**config.mk**
```make
export PLATFORM = sky130hd
export DESIGN_NAME = pwm_la_channel
export DESIGN_NICKNAME = d
export VERILOG_FILES = /design/src/rtl/pwm_la_pkg.sv /design/src/rtl/pwm_la_regs.sv /design/src/rtl/pwm_la_cfg.sv /design/src/rtl/pwm_la_counter.sv /design/src/rtl/pwm_la_compare.sv /design/src/rtl/pwm_la_channel.sv
export SDC_FILE = /design/constraint.sdc
export NUM_CORES = 1
export LEC_CHECK = 0
export ABC_AREA = 1
export BUFFER_PORTS_ARGS = -buffer_cell sky130_fd_sc_hd__buf_2
export CAP_MARGIN = 20
export CORE_ASPECT_RATIO = 0.9
export CORE_UTILIZATION = 45
export DETAILED_ROUTE_END_ITERATION = 16
export SKIP_CTS_REPAIR_TIMING = 1
export SYNTH_ARGS = -nofsm -noshare
export SYNTH_HDL_FRONTEND = slang
export SYNTH_SLANG_ARGS = --single-unit
export TNS_END_PERCENT = 20
```
**constraint.sdc**
```tcl
create_clock -name clk_i -period 2.34 [get_ports clk_i]
set_input_delay 0.234 -clock clk_i [delete_from_list [all_inputs] [get_ports clk_i]]
set_output_delay 0.234 -clock clk_i [all_outputs]
set_load 0.1 [all_outputs]
```
**src/rtl/pwm_la_pkg.sv**
```systemverilog
package pwm_la_pkg;
  localparam int unsigned N_SRC = 4;
  localparam int unsigned SEL_W = $clog2(N_SRC);

  typedef enum logic {
    REG_PERIOD = 1'b0,
    REG_DUTY   = 1'b1
  } pwm_reg_e;
endpackage

```
**src/rtl/pwm_la_regs.sv**
```systemverilog
module pwm_la_regs #(
  parameter int unsigned CNT_W = 8
) (
  input  logic             clk_i,
  input  logic             rst_ni,
  input  logic             wr_en_i,
  input  logic             wr_addr_i,
  input  logic [CNT_W-1:0] wr_data_i,
  input  logic             load_i,
  output logic [CNT_W-1:0] per_o,
  output logic [CNT_W-1:0] dty_o
);
  import pwm_la_pkg::*;

  logic [CNT_W-1:0] per_buf_q, dty_buf_q;
  logic [CNT_W-1:0] per_act_q, dty_act_q;

  always_ff @(posedge clk_i or negedge rst_ni) begin
    if (!rst_ni) begin
      per_buf_q <= '0;
      dty_buf_q <= '0;
    end else if (wr_en_i) begin
      if (pwm_reg_e'(wr_addr_i) == REG_PERIOD) per_buf_q <= wr_data_i;
      else                                      dty_buf_q <= wr_data_i;
    end
  end

  // active copy only moves at a period boundary or while stopped
  always_ff @(posedge clk_i or negedge rst_ni) begin
    if (!rst_ni) begin
      per_act_q <= '0;
      dty_act_q <= '0;
    end else if (load_i) begin
      per_act_q <= per_buf_q;
      dty_act_q <= dty_buf_q;
    end
  end

  assign per_o = per_act_q;
  assign dty_o = dty_act_q;
endmodule

```
**src/rtl/pwm_la_cfg.sv**
```systemverilog
module pwm_la_cfg
  import pwm_la_pkg::*;
(
  input  logic             clk_i,
  input  logic             rst_ni,
  input  logic             enable_i,
  input  logic [N_SRC-1:0] tick_i,
  input  logic [SEL_W-1:0] sel_i,
  input  logic             polarity_i,
  output logic             pol_o,
  output logic [SEL_W-1:0] sel_o,
  output logic             tick_o
);
  logic             pol_q;
  logic [SEL_W-1:0] sel_q;
  logic [N_SRC-1:0] hit;

  always_ff @(posedge clk_i or negedge rst_ni) begin
    if (!rst_ni) begin
      pol_q <= 1'b0;
      sel_q <= '0;
    end else if (!enable_i) begin
      pol_q <= polarity_i;
      sel_q <= sel_i;
    end
  end

  for (genvar g = 0; g < N_SRC; g++) begin : g_src
    assign hit[g] = tick_i[g] && (sel_q == SEL_W'(g));
  end

  assign tick_o = |hit;
  assign pol_o  = pol_q;
  assign sel_o  = sel_q;
endmodule

```
**src/rtl/pwm_la_counter.sv**
```systemverilog
module pwm_la_counter #(
  parameter int unsigned CNT_W = 8
) (
  input  logic             clk_i,
  input  logic             rst_ni,
  input  logic             enable_i,
  input  logic             tick_i,
  input  logic [CNT_W-1:0] per_i,
  output logic [CNT_W-1:0] cnt_o,
  output logic             run_o,
  output logic             wrap_o
);
  logic [CNT_W-1:0] cnt_q;
  logic             run_q;
  logic [CNT_W:0]   cnt_nx;

  assign cnt_nx = {1'b0, cnt_q} + (CNT_W+1)'(1);
  // per_i == 0 also counts as a boundary so a new period can load
  assign wrap_o = enable_i && tick_i && (cnt_nx >= {1'b0, per_i});

  always_ff @(posedge clk_i or negedge rst_ni) begin
    if (!rst_ni) begin
      cnt_q <= '0;
      run_q <= 1'b0;
    end else if (!enable_i) begin
      cnt_q <= '0;
      run_q <= 1'b0;
    end else begin
      run_q <= 1'b1;
      if (wrap_o)      cnt_q <= '0;
      else if (tick_i) cnt_q <= cnt_nx[CNT_W-1:0];
    end
  end

  assign cnt_o = cnt_q;
  assign run_o = run_q;
endmodule

```
**src/rtl/pwm_la_compare.sv**
```systemverilog
module pwm_la_compare #(
  parameter int unsigned CNT_W = 8
) (
  input  logic             run_i,
  input  logic             pol_i,
  input  logic [CNT_W-1:0] cnt_i,
  input  logic [CNT_W-1:0] per_i,
  input  logic [CNT_W-1:0] dty_i,
  output logic             pwm_o
);
  always_comb begin
    if (!run_i || per_i == '0) pwm_o = ~pol_i;
    else if (cnt_i < dty_i)    pwm_o = pol_i;
    else                       pwm_o = ~pol_i;
  end
endmodule

```
**src/rtl/pwm_la_channel.sv**
```systemverilog
module pwm_la_channel
  import pwm_la_pkg::*;
#(
  parameter int unsigned CNT_W = 8
) (
  input  logic             clk_i,
  input  logic             rst_ni,
  input  logic [N_SRC-1:0] tick_i,
  input  logic [SEL_W-1:0] sel_i,
  input  logic             polarity_i,
  input  logic             enable_i,
  input  logic             wr_en_i,
  input  logic             wr_addr_i,
  input  logic [CNT_W-1:0] wr_data_i,
  output logic             pwm_o
);
  logic [CNT_W-1:0] cnt_q, per_act, dty_act;
  logic             run_q, pol_q, tick_hit, wrap;
  logic [SEL_W-1:0] sel_q;
  logic             load;

  assign load = !enable_i || wrap;

  pwm_la_cfg i_cfg (
    .clk_i, .rst_ni, .enable_i, .tick_i, .sel_i, .polarity_i,
    .pol_o (pol_q), .sel_o (sel_q), .tick_o (tick_hit)
  );

  pwm_la_regs #(.CNT_W(CNT_W)) i_regs (
    .clk_i, .rst_ni, .wr_en_i, .wr_addr_i, .wr_data_i,
    .load_i (load), .per_o (per_act), .dty_o (dty_act)
  );

  pwm_la_counter #(.CNT_W(CNT_W)) i_cnt (
    .clk_i, .rst_ni, .enable_i, .tick_i (tick_hit), .per_i (per_act),
    .cnt_o (cnt_q), .run_o (run_q), .wrap_o (wrap)
  );

  pwm_la_compare #(.CNT_W(CNT_W)) i_cmp (
    .run_i (run_q), .pol_i (pol_q), .cnt_i (cnt_q), .per_i (per_act),
    .dty_i (dty_act), .pwm_o
  );
endmodule

```
; Yosys cells after proc, flatten, opt, wreduce, memory -nomap -nowiden
; Cells that the tools add are included.
[totals]
reg_bits = 44
in_bits = 20
out_inout_bits = 1
elab_cells = 38
[classes]
addsub = 1
order_cmp = 2
n_eq_ne = 4
muxes = 6
bitwise_logic = 2
reduce_logical = 15
[op_table]
columns = op, count
row1 = two-way mux 8 bit, 3
row2 = "adder 8 x 1 -> 9 bit, second input constant", 1
row3 = greater-or-equal comparator 9 x 8 -> 1 bit, 1
row4 = zero test 8 bit, 1
row5 = less-than comparator 8 bit, 1
row6 = logical AND 1 bit, 6
row7 = "equality test 2 bit, second input constant", 2
row8 = AND reduction 2 bit, 2
row9 = OR reduction 4 bit, 1
row10 = two-way mux 1 bit, 3
row11 = "inequality test 3 x 1 -> 1 bit, second input constant", 1
row12 = "equality test 2 x 1 -> 1 bit, second input constant", 1
row13 = zero test 1 bit, 2
row14 = zero test 2 bit, 1
row15 = logical OR 1 bit, 2
row16 = inverter 1 bit, 2

; Longest topological paths before layout
[logic_depth]
ltp_word = 7
ltp_mapped = 18
depth_no_buf = 17

; Modules after synthesis
; A second synthesis with hierarchy kept.
[unflattened]
cells_unflattened = 320
area_unflattened_um2 = 2476.1
[by_module_without_submodules]
columns = mod, instances, cells_per_inst, area_each_um2, seq_area_each_um2
row1 = pwm_la_regs, 1, 137, 1281.2, 800.8
row2 = pwm_la_counter, 1, 108, 773.2, 225.2
row3 = pwm_la_compare, 1, 50, 257.7, 0.0
row4 = pwm_la_cfg, 1, 23, 156.4, 75.1
row5 = pwm_la_channel, 1, 2, 7.5, 0.0

; Worst setup path before layout
; OpenSTA, ideal clock, no wires.
[synth_path]
path_kind = reg-to-reg
start = register i_cnt.cnt_q[0], in the netlist i_cnt.cnt_o[0]
end = register i_regs.per_act_q[7], in the netlist i_regs.per_o[7]
setup_ps = 117
arrival_time_ps = 2012
t_required_ps = 2223
path_slack_ps = 211
stages_incl_launch_ff = 17
path_buffers = 1
period_less_slack_ps = 2129
cell_sequence = dfrtp_1 > ha_1 > nand3_4 > xnor2_1 > ha_1 > nand2_1 > nor2_1 > nand2_1 > nand3_1 > nand2_1 > nand2_1 > nand2_2 > nand2_4 > nand2_4 > buf_8 > nand2_1 > nand2_1
[synth_via]
elab_chain_len = 4
[synth_lines]
columns = item, line_no
row1 = start: declaration, pwm_la_counter.sv:13  ; logic [CNT_W-1:0] cnt_q;
row2 = start signal: assignment, pwm_la_counter.sv:31  ; else if (tick_i) cnt_q <= cnt_nx[CNT_W-1:0];
row3 = adder 8 x 1 -> 9 bit, pwm_la_counter.sv:17  ; assign cnt_nx = {1'b0, cnt_q} + (CNT_W+1)'(1);
row4 = greater-or-equal comparator 9 x 8 -> 1 bit, pwm_la_counter.sv:19  ; assign wrap_o = enable_i && tick_i && (cnt_nx >= {1'b0, per_i});
row5 = logical AND 1 bit, pwm_la_counter.sv:19
row6 = logical OR 1 bit, pwm_la_channel.sv:22  ; assign load = !enable_i || wrap;
row7 = end signal: assignment, pwm_la_regs.sv:34  ; per_act_q <= per_buf_q;
row8 = end: declaration, pwm_la_regs.sv:16  ; logic [CNT_W-1:0] per_act_q, dty_act_q;
; No other way between the ends.
; A chain may end at the register's enable or synchronous reset.

; Final worst setup path
[layout_path]
start = register i_cnt.cnt_q[1], in the netlist i_cnt.cnt_o[1]
end = register i_cnt.cnt_q[0], in the netlist i_cnt.cnt_o[0]
[layout_via]
elab_chain_len = 5
elab_cells_between_ends = 6
classes_between = 1 x add/sub / 1 x order compare / 1 x eq/ne / 2 x mux / 1 x reduce/logical
[layout_lines]
columns = item, line_no
row1 = adder 8 x 1 -> 9 bit (*), pwm_la_counter.sv:17
row2 = greater-or-equal comparator 9 x 8 -> 1 bit (*), pwm_la_counter.sv:19
row3 = logical AND 1 bit (*), pwm_la_counter.sv:19
row4 = two-way mux 8 bit, pwm_la_counter.sv:30  ; if (wrap_o) cnt_q <= '0;
row5 = two-way mux 8 bit, pwm_la_counter.sv:25  ; end else if (!enable_i) begin
; Mark *: on every way between the ends. The rest lies on a longest branch, timed or not.

==> results.sh <==
export IMPL_synth_xor_area_share_pct=1.12
export IMPL_routed_wl_um=4650
export IMPL_cts_max_level=2
export IMPL_power_density_nw_per_um2=980
export IMPL_port_buffers=20
export IMPL_arrival_ns=2.41
export IMPL_grt_usage_pct=18.7
export IMPL_synth_top_family_by_area="simple AND/OR/NAND/NOR gates"
export IMPL_maxSlewHeadroom_pct=52.7
export IMPL_clock_latency_ns=0.30
export IMPL_final_common_cell="nand2_1"
export IMPL_r2r_end="i_cnt.cnt_o[0]$_DFFE_PN0P_"
export IMPL_min_delay_path_depth=1
export IMPL_crit_path_top_delay_cell="dfrtp_1"
export IMPL_worst_pin_slew_ns=0.707
export IMPL_die_x_um=78.2
export IMPL_drc=0
export IMPL_synth_area_leaders="dfrtp_1, nand2_1, ha_1, inv_1, o21ai_0"
export IMPL_final_setup_tns_ns=0
export IMPL_synth_adder_area_share_pct=8.52
export IMPL_cp_data_required_time_ns=2.58
export IMPL_gr_total_overflow=0
export IMPL_start_util_pct=47.7
export IMPL_drtIter0Drc=58
export IMPL_grt_pass1_wl_um=7870
export IMPL_post_route_period_util_pct=92.6
export IMPL_antennaDiodeCount=0
export IMPL_dp_hpwl_um=3320
export IMPL_yosysSeqAreaShare_pct=46.9
export IMPL_numClockSinks=44
export IMPL_io_pins=21
export IMPL_crit_path_max_incr_delay_ns=0.43
export IMPL_synthCells=289
export IMPL_status="finished clean"
export IMPL_power_leakage_uw=0.00154
export IMPL_first_pass_iters=4
export IMPL_r2r_setup_slack_ns=0.17
export IMPL_syn_nets=325
export IMPL_grt_max_degree=29
export IMPL_cap_violations=0
export IMPL_critPathMostFrequentCell="nand2_1"
export IMPL_die_h_um=70.6
export IMPL_row_count=24
export IMPL_ys_warn_count=0
export IMPL_netlist_area_sq_um=2350
export IMPL_synth_avg_cell_area_sq_um=8.13
export IMPL_die_area_sq_um=5510
export IMPL_ff2ff_path_depth=11
export IMPL_ys_seq_elements=44
export IMPL_start_kind="flop"
export IMPL_finClkSkew_ns=0.00539
export IMPL_synth_compound_area_share_pct=6.76
export IMPL_core_area_sq_um=4920
export IMPL_crit_chain="ha_4 > nand3_4 > nor2_1 > xor2_1 > ha_1 > a21oi_1 > nand2_1 > nand2_4 > buf_4 > nand4_1 > nand2_1"
export IMPL_drt_wirelength_per_cell_um=12.0
export IMPL_grt_pass1_vias=1706
export IMPL_irDropWorstVdd_v=0.000447
export IMPL_routed_via_density=4.77
export IMPL_cts_tree="done"
export IMPL_setup_viol=0
export IMPL_hold_path_class="input pin to flop"
export IMPL_final_cell_mix="nand2_1, inv_1, dfrtp_1"
export IMPL_synth_top_cell_area_share_pct=46.9
export IMPL_hold_viol=0
export IMPL_area_delta_synth_final_pct=17.0
export IMPL_timing_critical_path_from="i_cnt.cnt_o[1]$_DFFE_PN0P_"
export IMPL_gp_congestion=0.782
export IMPL_rsz0062_at_grt="false"
export IMPL_path_clk_slew_ns=0.08
export IMPL_synthSimpleGateAreaFrac_pct=27.6
export IMPL_muxShareOfSynthArea_pct=0
export IMPL_nFillCells=486
export IMPL_antenna_left=0
export IMPL_cp_max_fo=7
export IMPL_path_class="flop to flop"
export IMPL_antenna_found_initial=0
export IMPL_synth_top_area_cell="dfrtp_1"
export IMPL_crit_end="i_cnt.cnt_o[0]$_DFFE_PN0P_"
export IMPL_drive_gt1_share_pct=16.2
export IMPL_endpoint_kind="flop"
export IMPL_period_needed_ns=2.17
export IMPL_nets=356
export IMPL_reg2reg_from="i_cnt.cnt_o[1]$_DFFE_PN0P_"
export IMPL_fmax_ghz=0.461
export IMPL_slew_violations=0
export IMPL_cts_buffers_inserted=5
export IMPL_ctsLongestPathBuffers=2
export IMPL_cts_root_buf="clkbuf_8"
export IMPL_synthDistinctLibCells=26
export IMPL_via_count=1843
export IMPL_holdWs_ns=0.0953
-- how the worst min path moves through the flow --
stage	startpoint	to	slack, ns
6_report	enable_i	i_cnt.run_o$_DFF_PN0_	0.1
5_1_grt	enable_i	i_cnt.run_o$_DFF_PN0_	0.09
4_1_cts	rst_ni	i_regs.per_o[6]$_DFFE_PN0P_	-0.16
3_5_place_dp	rst_ni	i_cnt.cnt_o[2]$_DFFE_PN0P_	0.18
3_3_place_gp	rst_ni	i_cnt.cnt_o[2]$_DFFE_PN0P_	0.18
2_1_floorplan	rst_ni	i_cfg.pol_o$_DFFE_PN0N_	-0.06
-- sequential cells by signal, summed over array words and instances, names as in the netlist --
register          flops
i_regs.per_o          8
i_regs.dty_o          8
i_cnt.cnt_o           8
i_cfg.pol_o           1
i_cfg.sel_o           2
i_cnt.run_o           1
i_regs.per_buf_q      8
i_regs.dty_buf_q      8
-- stage by stage --
stage / setup WS [ns] / util [%] / area, sq um / power, uW / instances
detailed placement: -0.0213 / 51.3 / 2530 / 1970 / 373
global placement: 0.0516 / 51.3 / 2530 / 1940 / 373
finish: 0.173 / 55.8 / 2750 / 2690 / 386
floorplan: 0.211 / - / 2350 / 1740 / 289
CTS: -0.0357 / 53.8 / 2650 / 2600 / 381
global route: 0.0000966 / 55.8 / 2750 / 2930 / 386
-- power by group --
group / leakage, uW / switching, uW / total (uW) / internal, uW
logic: 0.000917 / 613 / 985 / 372
clock network: 0.0000614 / 273 / 622 / 349
registers: 0.000557 / 144 / 1090 / 943
total: 0.00154 / 1030 / 2690 / 1660
-- cells in the mapped netlist --
master	count
nor2_1	4
a21oi_2	1
buf_6	1
o21ai_0	22
xor2_1	2
a21oi_1	8
nor2_2	1
nand3b_1	1
inv_2	2
inv_1	44
nand4_1	7
nand2_1	99
nand3_4	1
nand2_4	2
nand2_2	4
clkbuf_1	2
buf_2	1
xnor2_1	1
buf_8	1
nor3_4	1
nor4_1	2
nand3_2	1
buf_1	1
dfrtp_1	44
nand3_1	20
ha_1	16
-- layout make-up --
type / instances / area, sq um / share of cell area (%)
inverter: 46 / 173 / 6.28
timing repair buffer: 27 / 161 / 5.87
clock buffer: 6 / 82.6 / 3.00
tap: 65 / 81.3 / 2.96
multi-input combinational: 196 / 1110 / 40.4
clock inverter: 2 / 38.8 / 1.41
sequential: 44 / 1100 / 40.1
-- metal layers --
metal  vias up  track usage (%)  part of all wire [%]
met2        32             27.3                    43
met5         -                0                     0
li1        984                -                     -
met1       820             26.2                    52
met4         0             6.79                   1.4
met3         7             5.94                   3.5
-- critical path: cells and delay by family, from the launching register on --
kind | cells | cell delay [ns]
AO/OA/AOI/OAI | 1 | 0.16
XOR/XNOR | 1 | 0.26
adder cells (fa/ha/maj) | 2 | 0.46
buffers and inverters | 1 | 0.18
flip-flops | 1 | 0.43
AND/OR/NAND/NOR | 6 | 0.61
-- kinds of logic (layout without fill, tap and decap cells) --
group	after synthesis	after routing
compound gates	31	31
flops	44	44
simple gates	143	146
fa+ha+maj	16	16
buf+inv	52	81
xor+xnor	3	3
Power figures use the tool's default switching activity.
